[config.mk]
export PLATFORM = sky130hd
export DESIGN_NAME = booth4_seq_mult
export DESIGN_NICKNAME = d
export VERILOG_FILES = /design/src/rtl/booth4_pkg.sv /design/src/rtl/booth4_recoder.sv /design/src/rtl/booth4_multiple.sv /design/src/rtl/booth4_datapath.sv /design/src/rtl/booth4_ctrl.sv /design/src/rtl/booth4_seq_mult.sv
export SDC_FILE = /design/constraint.sdc
export NUM_CORES = 1
export LEC_CHECK = 0
export ABC_AREA = 1
export BUFFER_PORTS_ARGS = -buffer_cell sky130_fd_sc_hd__buf_4
export CAP_MARGIN = 20
export CORE_MARGIN = 1.5
export CORE_UTILIZATION = 45
export DETAILED_ROUTE_END_ITERATION = 12
export HOLD_SLACK_MARGIN = 0.03
export PLACE_DENSITY = 0.7
export SLEW_MARGIN = 20
export SYNTH_ARGS = -nofsm -noshare
export SYNTH_HDL_FRONTEND = slang
export SYNTH_HIERARCHICAL = 1
export SYNTH_SLANG_ARGS = --single-unit
[constraint.sdc]
create_clock -name clk -period 2.5 [get_ports clk]
set_input_delay 0.25 -clock clk [delete_from_list [all_inputs] [get_ports clk]]
set_output_delay 0.25 -clock clk [all_outputs]
set_load 0.02 [all_outputs]
[src/rtl/booth4_pkg.sv]
package booth4_pkg;

  typedef enum logic [1:0] {
    SEQ_IDLE = 2'd0,
    SEQ_RUN  = 2'd1,
    SEQ_HOLD = 2'd2
  } seq_state_e;

  // selection produced from one three-bit multiplier window
  typedef struct packed {
    logic neg;  // subtract the chosen multiple
    logic one;  // choose the multiplicand
    logic two;  // choose twice the multiplicand
  } digit_sel_t;

endpackage

[src/rtl/booth4_recoder.sv]
module booth4_recoder
  import booth4_pkg::*;
(
  input  logic [2:0]  win,   // {x(i+1), x(i), x(i-1)}
  output digit_sel_t  sel
);

  always_comb begin
    sel = '0;
    case (win)
      3'b001, 3'b010: sel.one = 1'b1;
      3'b011:         sel.two = 1'b1;
      3'b100: begin
        sel.neg = 1'b1;
        sel.two = 1'b1;
      end
      3'b101, 3'b110: begin
        sel.neg = 1'b1;
        sel.one = 1'b1;
      end
      default:        sel = '0;  // 000 and 111 give a zero digit
    endcase
  end

  // at most one multiple, and no negative zero
  always_comb begin
    a_r6_single_multiple: assert (!(sel.one && sel.two));
    a_r6_neg_nonzero: assert (!sel.neg || sel.one || sel.two);
  end

endmodule

[src/rtl/booth4_multiple.sv]
module booth4_multiple
  import booth4_pkg::*;
#(
  parameter int W  = 16,
  parameter int AW = W + 2
) (
  input  logic [W-1:0]  mcand,
  input  digit_sel_t    sel,
  output logic [AW-1:0] addend,
  output logic          cin
);

  logic [AW-1:0] single_m;
  logic [AW-1:0] double_m;
  logic [AW-1:0] mag;

  assign single_m = {{(AW-W){mcand[W-1]}}, mcand};
  assign double_m = {{(AW-W-1){mcand[W-1]}}, mcand, 1'b0};

  always_comb begin
    if (sel.two)      mag = double_m;
    else if (sel.one) mag = single_m;
    else              mag = '0;
  end

  // subtraction as ones' complement plus a carry-in of one
  assign addend = sel.neg ? ~mag : mag;
  assign cin    = sel.neg;

endmodule

[src/rtl/booth4_datapath.sv]
module booth4_datapath
  import booth4_pkg::*;
#(
  parameter int W = 16
) (
  input  logic           clk,
  input  logic           rst_n,
  input  logic           load,
  input  logic           step,
  input  logic [W-1:0]   a_in,
  input  logic [W-1:0]   x_in,
  output logic [2*W-1:0] product
);

  localparam int AW = W + 2;  // two guard bits for the +/-2a multiple

  logic [AW-1:0] hi_q;
  logic [W-1:0]  lo_q;    // multiplier bits not yet used, product bits below
  logic [W-1:0]  mc_q;
  logic          xprev_q; // bit just below the current pair
  logic [AW-1:0] addend;
  logic          cin;
  logic [AW-1:0] sum;
  digit_sel_t    sel;

  booth4_recoder u_rec (
    .win ({lo_q[1:0], xprev_q}),
    .sel (sel)
  );

  booth4_multiple #(.W(W), .AW(AW)) u_mult (
    .mcand  (mc_q),
    .sel    (sel),
    .addend (addend),
    .cin    (cin)
  );

  assign sum = hi_q + addend + AW'(cin);

  always_ff @(posedge clk) begin
    if (!rst_n) begin
      hi_q    <= '0;
      lo_q    <= '0;
      mc_q    <= '0;
      xprev_q <= 1'b0;
    end else if (load) begin
      hi_q    <= '0;
      lo_q    <= x_in;
      mc_q    <= a_in;
      xprev_q <= 1'b0;
    end else if (step) begin
      hi_q    <= {{2{sum[AW-1]}}, sum[AW-1:2]};
      lo_q    <= {sum[1:0], lo_q[W-1:2]};
      xprev_q <= lo_q[1];
    end
  end

  assign product = {hi_q[W-1:0], lo_q};

  // after each shift the upper part fits in W signed bits
  a_r7_no_overflow: assert property (@(posedge clk) disable iff (!rst_n)
    step |=> (hi_q[AW-1] == hi_q[W-1]) && (hi_q[AW-2] == hi_q[W-1]));

  // without load or step the product register holds
  a_r5_idle_stable: assert property (@(posedge clk) disable iff (!rst_n)
    (!load && !step) |=> $stable(product));

endmodule

[src/rtl/booth4_ctrl.sv]
module booth4_ctrl
  import booth4_pkg::*;
#(
  parameter int STEPS = 8
) (
  input  logic clk,
  input  logic rst_n,
  input  logic in_valid,
  input  logic out_ready,
  output logic in_ready,
  output logic out_valid,
  output logic load,
  output logic step
);

  localparam int CW = (STEPS > 1) ? $clog2(STEPS) : 1;

  seq_state_e    st_q, st_d;
  logic [CW-1:0] cnt_q;
  logic          last;

  assign last = (cnt_q == CW'(STEPS - 1));

  always_comb begin
    st_d = st_q;
    case (st_q)
      SEQ_IDLE: if (in_valid)  st_d = SEQ_RUN;
      SEQ_RUN:  if (last)      st_d = SEQ_HOLD;
      SEQ_HOLD: if (out_ready) st_d = SEQ_IDLE;
      default:                 st_d = SEQ_IDLE;
    endcase
  end

  always_ff @(posedge clk) begin
    if (!rst_n) begin
      st_q  <= SEQ_IDLE;
      cnt_q <= '0;
    end else begin
      st_q  <= st_d;
      cnt_q <= (st_q == SEQ_RUN) ? cnt_q + 1'b1 : '0;
    end
  end

  assign in_ready  = (st_q == SEQ_IDLE);
  assign out_valid = (st_q == SEQ_HOLD);
  assign load      = in_ready && in_valid;
  assign step      = (st_q == SEQ_RUN);

  // a capture makes the block busy
  a_r2_accept_busy: assert property (@(posedge clk) disable iff (!rst_n)
    load |=> (!in_ready && step));

  // the final step leads straight to a held result
  a_r3_last_to_hold: assert property (@(posedge clk) disable iff (!rst_n)
    (step && last) |=> out_valid);

  // the result is not offered before the final step
  a_r3_no_early_valid: assert property (@(posedge clk) disable iff (!rst_n)
    (step && !last) |=> !out_valid);

  // a stalled result stays offered
  a_r5_hold: assert property (@(posedge clk) disable iff (!rst_n)
    (out_valid && !out_ready) |=> out_valid);

  // a taken result frees the input side
  a_r5_release: assert property (@(posedge clk) disable iff (!rst_n)
    (out_valid && out_ready) |=> (in_ready && !out_valid));

endmodule

[src/rtl/booth4_seq_mult.sv]
module booth4_seq_mult
  import booth4_pkg::*;
#(
  parameter int WIDTH = 16
) (
  input  logic               clk,
  input  logic               rst_n,
  input  logic               in_valid,
  output logic               in_ready,
  input  logic [WIDTH-1:0]   a_in,
  input  logic [WIDTH-1:0]   x_in,
  output logic               out_valid,
  input  logic               out_ready,
  output logic [2*WIDTH-1:0] product
);

  localparam int STEPS = WIDTH / 2;

  logic load;
  logic step;

  booth4_ctrl #(.STEPS(STEPS)) u_ctrl (
    .clk       (clk),
    .rst_n     (rst_n),
    .in_valid  (in_valid),
    .out_ready (out_ready),
    .in_ready  (in_ready),
    .out_valid (out_valid),
    .load      (load),
    .step      (step)
  );

  booth4_datapath #(.W(WIDTH)) u_dp (
    .clk     (clk),
    .rst_n   (rst_n),
    .load    (load),
    .step    (step),
    .a_in    (a_in),
    .x_in    (x_in),
    .product (product)
  );

  // product stable while the consumer stalls
  a_r5_product_stable: assert property (@(posedge clk) disable iff (!rst_n)
    (out_valid && !out_ready) |=> $stable(product));

  // idle and result-held are never shown together
  a_r8_exclusive: assert property (@(posedge clk) disable iff (!rst_n)
    !(in_ready && out_valid));

endmodule

**Word-level counts from Yosys, hierarchy flattened**

Cells that the tools add are included.

- Register bits: 54
- Input bits: 36
- Output and inout port bits: 34
- Word-level logic and storage cells: 44

- Add/subtract/negate cells: 3
- Equality and inequality tests: 12
- Multiplexer cells: 12
- Bitwise logic cells: 2
- Reduce and logical (&&, ||, !) cells: 9

Operator list:

| cell | number |
|---|---|
| $mux W18 | 3 |
| $mux W16 | 2 |
| $add A18 B1 Y18 | 1 |
| $add A18 B18 Y18 | 1 |
| $not A18 Y18 | 1 |
| $eq A3 B3 Y1 const B | 4 |
| $eq A3 B2 Y1 const B | 2 |
| $mux W2 | 3 |
| $pmux W2 S3 | 1 |
| $ne A2 B1 Y1 const B | 2 |
| $reduce_or A2 Y1 | 2 |
| $reduce_or A4 Y1 | 1 |
| $add A3 B1 Y3 const B | 1 |
| $eq A3 B1 Y1 const B | 1 |
| $mux W1 | 3 |
| $reduce_and A3 Y1 | 1 |
| $reduce_or A3 Y1 | 1 |
| $eq A2 B1 Y1 const B | 1 |
| $eq A2 B2 Y1 const B | 1 |
| $logic_not A2 Y1 | 1 |
| $ne A2 B2 Y1 const B | 1 |
| $reduce_and A2 Y1 | 1 |
| $reduce_bool A2 Y1 | 1 |
| $logic_and A1 B1 Y1 | 1 |
| $not A1 Y1 | 1 |

**Longest topological paths before layout**

Gate-level depths: netlist of the first run.

- Depth after elaboration: 11
- Gate-level depth with buffers: 23
- Mapped depth without buffers: 22

**By module**

Netlist of the first run, hierarchy kept.

By module, submodules not included:

| module | instances | cells each | area an instance (sq um) | seq. area each (sq um) |
|---|---|---|---|---|
| booth4_datapath | 1 | 419 | 2829.0 | 980.9 |
| booth4_multiple | 1 | 115 | 575.6 | 0.0 |
| booth4_ctrl | 1 | 26 | 212.7 | 100.1 |
| booth4_recoder | 1 | 9 | 37.5 | 0.0 |

**Worst setup path before layout of the first run**

OpenSTA, ideal clock, no wires.

- Path kind: flip-flop to flip-flop
- Start: register u_dp.lo_q[1]
- End: register u_dp.hi_q[10]
- Library setup time: 109 ps
- Data arrival time: 2680 ps
- Data required time: 2391 ps
- Slack: -289 ps
- Cell stages (with the launch flop): 20
- Buffers on the path: 2
- Clock period less this slack: 2789 ps
- Cells stage by stage: dfxtp_1 -> inv_1 -> nor2_1 -> buf_4 -> buf_2 -> nand2_1 -> nand2_1 -> inv_1 -> fa_1 -> fa_1 -> inv_1 -> nand3_1 -> nand2_1 -> nand3_1 -> nand2_2 -> nand2_1 -> nand3_1 -> nand3_1 -> nand2_1 -> inv_1

RTL lines:

| what | RTL line | source |
|---|---|---|
| start, declared | booth4_datapath.sv:18 | `logic [W-1:0] lo_q;` |
| start signal, assigned | booth4_datapath.sv:48 | `lo_q <= x_in;` |
| start signal, assigned | booth4_datapath.sv:53 | `lo_q <= {sum[1:0], lo_q[W-1:2]};` |
| end signal, assigned | booth4_datapath.sv:52 | `hi_q <= {{2{sum[AW-1]}}, sum[AW-1:2]};` |
| end, declared | booth4_datapath.sv:17 | `logic [AW-1:0] hi_q;` |

==> results.cfg, run 1 <==
[synthesis]
synthAdderAreaFrac_pct = 7.26
synth_area_um2 = 3650
yosysMostFrequentCell = nand2_1
ys_ff_latch = 54
yosys_warnings = 6
synthesis.nets = 625
synth_top_family_by_area = simple AND/OR/NAND/NOR gates
synth_cell_types = 29
syn_area_per_cell_um2 = 6.42
seq_area_frac_synth_pct = 29.6
synthArstFlopShare_pct = 0
synth_compound_area_share_pct = 11.0
syn_inst = 569
synth_mux_area_share_pct = 0
synth_common_cells = nand2_1, nor2_1, inv_1
synth_edf_count = 0
synth_top_area_share_pct = 29.6
synth_xor_area_share_pct = 2.16
synth_top_area_cell = dfxtp_1
yosys.area_share.simple_pct = 38.5
ys.flop_type = dfxtp_1
synthTopCellsByArea = dfxtp_1, nand2_1, nor2_1

[timing]
max_slew_margin_pct = 51.9
rsz0062_at_grt = yes
worst_hold_slack_ns = 0.160
finalHoldViolations = 0
fin_crit_sh_pct = 103
finClkSkew_ns = 0.00471
setup_viol = 6
report.final.slew_viol_count = 0
min_period_ns = 2.58
finalSetupTns_ns = -0.223
fmax_ghz = 0.387
setup_slack_ns = -0.0844
worst_pin_slew_ns = 0.719

[worst_setup_path]
startpoint_type = flop
crit_family = simple AND/OR/NAND/NOR gates
cpMostUsedCell = inv_2
path_depth = 20
cp.required_ns = 2.72
crit_chain = nand2_1 -> inv_2 -> nor2_4 -> inv_2 -> nor2_4 -> nand3_1 -> nand2_1 -> inv_2 -> fa_2 -> fa_2 -> inv_2 -> nand3_2 -> nand2_4 -> nand2_2 -> nand2_2 -> nand3b_1 -> nand3_1 -> nand3_1 -> nand2_1 -> inv_1
slowest_delay_ns = 0.38
arrival_ns = 2.81
crit_type = flop to flop
reg2reg_depth = 20
critical_path_buf_inv_count = 5
critPathMaxFanout = 4
crit_slowest_cell = dfxtp_4
end_kind = flop

[placed_design]
detailedPlace.worstSlack_ns = -0.0777
gp_congestion = 0.910
dp_cells = 733
postPlaceCellArea_um2 = 4310
hpwl_um = 6900
portBuffers = 69

[finish]
area_growth_pct = 34.3
layout.nets = 704
final_core_utilization_pct = 62.9
fill_cells = 724
multi_input_area_um2 = 2580
regArea_um2 = 1090
final_area_um2 = 4910
diodes = 0
drive_above_1_share_pct = 32.2
fin_cells = 751

[power_and_ir_drop]
ir_drop_uv = 244
leakagePower_nw = 2.44
pwr_density_cell_nw_per_um2 = 530
power_mw = 2.60
seq_power_share_pct = 38.6
swShare_pct = 37.9
p_comb_share_pct = 40.2
internal-power_mw = 1.62
p_clk_share_pct = 21.2
power_switching_mw = 0.985

[global_route]
grt_pass1_wl_um = 15900
antenna_found_initial = 0
grt_start_max_net_pins = 36
grt_use_total_pct = 22.6
gr-total-overflow = 0
first_global_vias = 3643

[drt]
wl_per_cell_um = 13.3
drtPass1Iterations = 5
postRouteWirelength_um = 9970
drc = 0
ant_nets = 0
vias = 3914
dr.first_iter.drc_count = 190
via_per_inst = 5.21

[floorplanning]
die_x_um = 93.1
start_util_pct = 46.8
dieArea_um2 = 8670
die_height_um = 93.1
coreArea_um2 = 7810
io_pins = 70
std_cell_rows = 32

[worst_hold_path]
whs_path_depth = 3
hp-class = input port to flop

[status]
status = finished, violations left
violations = setup timing

[cts]
cts_tree = done
cts.sinks = 54
numCtsBuffers = 5
clk_path_buf_depth = 2
root_buffer = clkbuf_8
path_clk_slew_ns = 0.11
insertion_delay_ns = 0.31
cts-htree-levels = 2

[job]
cap_violations = 0
-- flip-flops by register name (all words and copies together), names as in the netlist --
signal        count
u_ctrl/st_q       2
u_dp/mc_q        16
u_dp/xprev_q      1
u_ctrl/cnt_q      3
u_dp/hi_q        16
u_dp/lo_q        16
-- cell families (layout without fill, tap and decap cells) --
family,count (synthesis),in the layout
AOI/OAI and AO/OA,68,68
xor gates and xnor gates,9,9
adders and majority gates,20,20
buffers and inverters,90,170
and+or+nand+nor,328,328
DFF,54,54
-- worst paths after layout --
path,slack (ns),from,to
hold reg to reg,0.43,u_ctrl/cnt_q[0]$_SDFF_PN0_,u_ctrl/cnt_q[0]$_SDFF_PN0_
hold / removal,0.16,a_in[1],u_dp/mc_q[1]$_SDFFE_PN0P_
setup / recovery,-0.08,u_dp/xprev_q$_SDFFE_PP0P_,u_dp/hi_q[12]$_SDFFE_PP0P_
setup reg to reg,-0.08,u_dp/xprev_q$_SDFFE_PP0P_,u_dp/hi_q[12]$_SDFFE_PP0P_
-- placed cells by master, fill, tap and decap left out, types with 3 or more instances in the layout --
cell type  instances
nand3b_1           3
clkbuf_8           6
a21oi_2           10
xnor2_1            3
inv_1             53
o221ai_1          16
nor2_2             5
a21oi_1           12
dfxtp_4            3
ha_1               4
ha_4              14
buf_4             94
nand3_2           15
nand2_2           29
o21ai_1            7
xor2_1             4
o21ai_0           22
nand2_4            3
nand3_1           42
inv_2             10
nor3_1            14
dfxtp_1           51
nor2_1            88
nor2_4             5
nand2_1          118
-- repair_timing --
action / 4_1_cts / 5_1_grt
pin swaps: 3 / 28
setup buffers: 0 / 10
hold buffers: 0 / 0
setup endpoints to repair: 5 / 14
gates resized for setup: 7 / 89
-- metal layers --
layer | vias up | global-route usage, % | routed length [µm]
met3 | 20 | 4.23 | 488
li1 | 1992 | - | -
met4 | 0 | 6.19 | 247
met2 | 111 | 40.0 | 4950
met1 | 1791 | 27.9 | 4290
met5 | - | 0 | 0
-- power by group through the flow --
stage / clock network (mW) / registers, mW / logic (mW)
floorplan: 0 / 1.06 / 0.541
global placement: 0 / 1.01 / 0.841
detailed placement: 0 / 1.02 / 0.854
CTS: 0.567 / 0.997 / 0.861
global route: 0.603 / 1.01 / 1.15
finish: 0.552 / 1.00 / 1.05
-- tightest hold or removal path: stages --
cell    delay [ns]
buf_4         0.08
nor2_1        0.04
nor2_1        0.08
-- cell type report --
| cell class | instances | share of cell area [%] |
|---|---|---|
| inverters | 64 | 5.05 |
| well taps | 102 | 2.60 |
| flip-flops and latches | 54 | 22.2 |
| clock inverters | 2 | 0.306 |
| repair buffers | 98 | 15.6 |
| multi-input cells | 425 | 52.5 |
| clock buffers | 6 | 1.68 |
(Power assumes the default switching activity.)
==> run 2, diff against run 1 <==
--- a/config.mk
+++ b/config.mk
@@ -14,3 +14,4 @@
 export HOLD_SLACK_MARGIN = 0.03
-export PLACE_DENSITY = 0.7
+export PLACE_DENSITY = 0.76
+export SKIP_CTS_REPAIR_TIMING = 1
 export SLEW_MARGIN = 20
--- a/constraint.sdc
+++ b/constraint.sdc
@@ -3,2 +3,2 @@
 set_output_delay 0.25 -clock clk [all_outputs]
-set_load 0.02 [all_outputs]
+set_load 0.05 [all_outputs]
==> results.cfg, run 2 (synthesis results as in run 1) <==
[status]
status = finished, final reports clean

[timing]
report.final.slew_viol_count = 0
max_slew_margin_pct = 55.0
setup_viol = 0
worst_hold_slack_ns = 0.159
fmax_ghz = 0.405
worst_pin_slew_ns = 0.673
finalSetupTns_ns = 0
finClkSkew_ns = 0.0100
min_period_ns = 2.47
finalHoldViolations = 0
rsz0062_at_grt = yes
fin_crit_sh_pct = 98.7

[drt]
drc = 0
postRouteWirelength_um = 9580
ant_nets = 0
dr.first_iter.drc_count = 144
drtPass1Iterations = 4
wl_per_cell_um = 12.7
vias = 3894
via_per_inst = 5.18

[finish]
final_common_cell = nand2_1
fin_cells = 752
diodes = 0
area_growth_pct = 31.4
drive_above_1_share_pct = 28.6
layout.nets = 706
final_area_um2 = 4800
most-common-layout-cells = nand2_1, buf_4, nor2_1
top_regs = u_dp/hi_q (16), u_dp/lo_q (16), u_dp/mc_q (16)

[placed_design]
gp_congestion = 0.925
portBuffers = 69
dp_cells = 744
hpwl_um = 7080
postPlaceCellArea_um2 = 4400

[global_route]
grt_use_met3_pct = 3.74
grt_pass1_wl_um = 16300
use_met2_pct = 41.8
grt_start_max_net_pins = 36
first_global_vias = 3641
gr-total-overflow = 0
grt_use_total_pct = 22.9
met1_usage_pct = 27.9
antenna_found_initial = 0
grt_busiest_layer = met2

[worst_setup_path]
arrival_ns = 2.68
startpoint_type = flop
critPathMaxFanout = 12
crit_type = flop to flop
end_kind = flop
crit_chain = inv_1 -> nand3_1 -> nand2_2 -> buf_12 -> inv_8 -> nand3_1 -> nand2_1 -> nand2_1 -> nand2_1 -> inv_1 -> fa_2 -> inv_2 -> nand3_2 -> nand2_2 -> nand3_2 -> nand2_4 -> nand2_4 -> nand3_2 -> nand3_1 -> nand2_1 -> inv_1
critical_path_buf_inv_count = 6
cp.required_ns = 2.72
slowest_delay_ns = 0.38
crit_slowest_cell = dfxtp_4
crit_family = simple AND/OR/NAND/NOR gates
cpMostUsedCell = nand2_1

[floorplanning]
dieArea_um2 = 8670
coreArea_um2 = 7810
start_util_pct = 46.8
io_pins = 70
die_x_um = 93.1
die_height_um = 93.1
std_cell_rows = 32

[cts]
root_buffer = clkbuf_8
clk_path_buf_depth = 2
insertion_delay_ns = 0.31
cts-htree-levels = 2
cts_tree = done
path_clk_slew_ns = 0.11
numCtsBuffers = 5
cts.sinks = 54

[power_and_ir_drop]
leakagePower_nw = 2.45
pwr_density_cell_nw_per_um2 = 546
ir_drop_uv = 334

[job]
cap_violations = 0

[worst_hold_path]
hp-class = input port to flop
-- run 2: changes by cell type in the layout (fill, tap and decap cells not counted), moves of 3 or more --
cell	delta
nand2_2	-15
inv_2	-3
nand2_1	+15
nor2_4	-3
inv_1	+3
nand3_1	+3
-- run 2: metrics by stage --
stage / util (%) / power [mW] / worst slack [ns]
after floorplan: - / 1.70 / -0.0193
after global placement: 56.4 / 2.01 / 0.0392
after detailed placement: 56.4 / 2.02 / -0.0242
after CTS: 57.5 / 2.53 / -0.0364
after global routing: 61.5 / 2.81 / -0.180
final: 61.5 / 2.62 / 0.0317
-- run 2: metal layers --
layer / up-vias / share of wire [%]
met1: 1799 / 45
met4: 0 / 1.4
met5: - / 0
li1: 2000 / -
met2: 83 / 50
met3: 12 / 4.0
-- run 2: layout make-up --
cell class / instances / area [µm²]
Timing Repair Buffer: 100 / 783
Clock inverter: 2 / 17.5
Inverter: 64 / 248
Multi-Input combinational cell: 425 / 2470
Clock buffer: 5 / 68.8
Fill cell: 727 / 3010
Sequential cell: 54 / 1090
Tap cell: 102 / 128
-- run 2: report_power, final --
part           internal [mW]  switching [mW]  total (mW)
Clock                  0.200           0.298       0.498
Combinational          0.450           0.667        1.12
Sequential             0.932          0.0745        1.01
-- run 2: worst min-delay path, stage by stage --
cell and delay, ns:
buf_4 0.08, nor2_1 0.03, nor2_1 0.08
-- run 2: final timing paths --
path	from	endpoint	slack, ns	cells after the start
min reg2reg	u_ctrl/cnt_q[0]$_SDFF_PN0_	u_ctrl/cnt_q[0]$_SDFF_PN0_	0.43	1
max	u_dp/lo_q[1]$_SDFFE_PN0P_	u_dp/hi_q[14]$_SDFFE_PP0P_	0.03	21
min	a_in[11]	u_dp/mc_q[11]$_SDFFE_PN0P_	0.16	3
max reg2reg	u_dp/lo_q[1]$_SDFFE_PN0P_	u_dp/hi_q[14]$_SDFFE_PP0P_	0.03	21
==> run 3, diff against run 2 <==
- ABC_AREA: 1 -> 0
- CELL_PAD_IN_SITES_DETAIL_PLACEMENT: not set -> 0
- CELL_PAD_IN_SITES_GLOBAL_PLACEMENT: not set -> 2
- CORE_UTILIZATION: 45 -> 30
- PLACE_DENSITY: 0.76 -> 0.82
==> results.cfg, run 3 <==
[finish]
layout.nets = 621
multi_input_area_um2 = 2780
top_regs = u_dp/hi_q (16), u_dp/lo_q (16), u_dp/mc_q (16)
fill_cells = 1195
final_core_utilization_pct = 44.9
final_common_cell = buf_4
most-common-layout-cells = buf_4, dfxtp_1, mux2i_1
fin_cells = 734
area_growth_pct = 44.4
final_area_um2 = 5460
drive_above_1_share_pct = 38.3
diodes = 0
regArea_um2 = 1090

[global_route]
grt_busiest_layer = met2
antenna_found_initial = 0
grt_use_total_pct = 15.0
first_global_vias = 3300
grt_pass1_wl_um = 16100
grt_start_max_net_pins = 49
grt_use_met3_pct = 1.74
use_met2_pct = 24.2
gr-total-overflow = 0
met1_usage_pct = 21.3

[power_and_ir_drop]
ir_drop_uv = 327
pwr_density_cell_nw_per_um2 = 445
leakagePower_nw = 2.39
power_mw = 2.43

[worst_setup_path]
arrival_ns = 3.23
crit_type = flop to flop
startpoint = u_dp/xprev_q$_SDFFE_PP0P_
startpoint_type = flop
reg2reg_depth = 16
timing.rr.end = u_dp/hi_q[14]$_SDFFE_PP0P_
cp.required_ns = 2.74
timing.rr.start = u_dp/xprev_q$_SDFFE_PP0P_
rrSetupSlack_ns = -0.48
end_kind = flop
critPathMaxFanout = 6

[drt]
wl_per_cell_um = 14.6
ant_nets = 0
drc = 0
dr.first_iter.drc_count = 191
via_per_inst = 5.06
postRouteWirelength_um = 10800
vias = 3712
drtPass1Iterations = 6

[cts]
numCtsBuffers = 5
cts_tree = done
cts.sinks = 54
root_buffer = clkbuf_16
insertion_delay_ns = 0.30
clk_path_buf_depth = 2
cts-htree-levels = 2
path_clk_slew_ns = 0.08

[synthesis]
synth_area_um2 = 3780
synthTopCellsByArea = dfxtp_1, mux2i_1, ha_1
synthesis.nets = 504
ys.flop_type = dfxtp_1
syn_area_per_cell_um2 = 8.44
yosysMostFrequentCell = dfxtp_1
ys_ff_latch = 54
synthArstFlopShare_pct = 0
seq_area_frac_synth_pct = 28.6
yosys_warnings = 6
synth_common_cells = dfxtp_1, nand2_1, mux2i_1
syn_inst = 448
synth_cell_types = 56
synth_top_area_share_pct = 28.6
synth_edf_count = 0
synth_top_area_cell = dfxtp_1

[status]
status = finished, violations left
violations = setup timing

[floorplanning]
die_x_um = 115
dieArea_um2 = 13300
coreArea_um2 = 12200
die_height_um = 115
start_util_pct = 31.1
std_cell_rows = 40
io_pins = 70

[timing]
max_slew_margin_pct = 62.4
worst_pin_slew_ns = 0.563
finalHoldViolations = 0
fmax_ghz = 0.335
worst_hold_slack_ns = 0.204
setup_slack_ns = -0.484
fin_crit_sh_pct = 119
finClkSkew_ns = 0.00320
report.final.slew_viol_count = 0
min_period_ns = 2.98
rsz0062_at_grt = yes
setup_viol = 14
finalSetupTns_ns = -5.10

[worst_hold_path]
whs_path_depth = 3
hold_path_end = u_dp/lo_q[15]$_SDFFE_PN0P_
hp-class = input port to flop
min_from = x_in[15]

[job]
cap_violations = 0

[placed_design]
hpwl_um = 7570
detailedPlace.worstSlack_ns = -0.653
postPlaceCellArea_um2 = 4840
gp_congestion = 0.856
dp_cells = 709
portBuffers = 69
## run 3: changes by cell type in the layout (fill, tap and decap cells not counted), sizes merged, moves of 13 or more
cell	delta
nor2b	+26
nand3b	+13
a211oi	+19
and2	+17
and3	+18
mux2i	+34
and4b	+15
nand2	-115
nand3	-48
buf	+39
inv	-54
o221ai	-16
nor2	-82
## run 3: final cells by class
class	instances	share of cell area, %
Clock buffer	5	2.29
Clock inverter	3	0.481
Inverter	11	0.756
Multi-Input combinational cell	351	51.0
Sequential cell	54	20.0
Tap cell	168	3.85
Timing Repair Buffer	142	21.7
## run 3: per-layer routing
layer  routed length, µm  vias up  part of all wire (%)
met3                 258        8                   2.4
met4                 126        0                   1.2
met5                   0        -                     0
li1                    -     1865                     -
met2                5120       55                    48
met1                5250     1784                    49
## run 3: worst max-delay path, cell delays in order, from the launching register on
cell	delay (ns)
dfxtp_4	0.37
nand2b_4	0.14
o22ai_4	0.10
buf_6	0.14
clkbuf_16	0.14
nand3b_1	0.17
a211oi_2	0.25
ha_1	0.28
buf_4	0.15
o21a_1	0.19
o31ai_4	0.08
a21oi_4	0.11
buf_6	0.14
o21ai_4	0.16
a21oi_2	0.08
or3_1	0.36
nand3_1	0.07
## run 3: cell families after synthesis
family | after synthesis | synth area share (%)
XOR/XNOR | 9 | 2.08
flip-flops | 54 | 28.6
buffers and inverters | 44 | 4.96
multiplexers | 34 | 9.00
AO/OA/AOI/OAI | 103 | 19.3
adder cells (fa/ha/maj) | 20 | 7.01
AND/OR/NAND/NOR | 184 | 29.1
## run 3: worst max-delay path by stage
| stage | end | slack, ns | depth (start not counted) |
|---|---|---|---|
| 2_1_floorplan | u_dp/hi_q[6]$_SDFFE_PP0P_ | -0.50 | 15 |
| 3_3_place_gp | u_dp/hi_q[14]$_SDFFE_PP0P_ | -0.57 | 13 |
| 3_5_place_dp | u_dp/hi_q[15]$_SDFFE_PP0P_ | -0.65 | 13 |
| 4_1_cts | u_dp/hi_q[15]$_SDFFE_PP0P_ | -0.69 | 13 |
| 5_1_grt | u_dp/hi_q[11]$_SDFFE_PP0P_ | -0.62 | 15 |
| 6_report | u_dp/hi_q[14]$_SDFFE_PP0P_ | -0.48 | 16 |
## run 3: power breakdown
| group | leakage [nW] | internal, mW | total [mW] | switching (mW) |
|---|---|---|---|---|
| clock network | 0.0748 | 0.383 | 0.753 | 0.371 |
| logic | 1.87 | 0.337 | 0.725 | 0.388 |
| registers | 0.443 | 0.904 | 0.955 | 0.0514 |
| total | 2.39 | 1.62 | 2.43 | 0.810 |
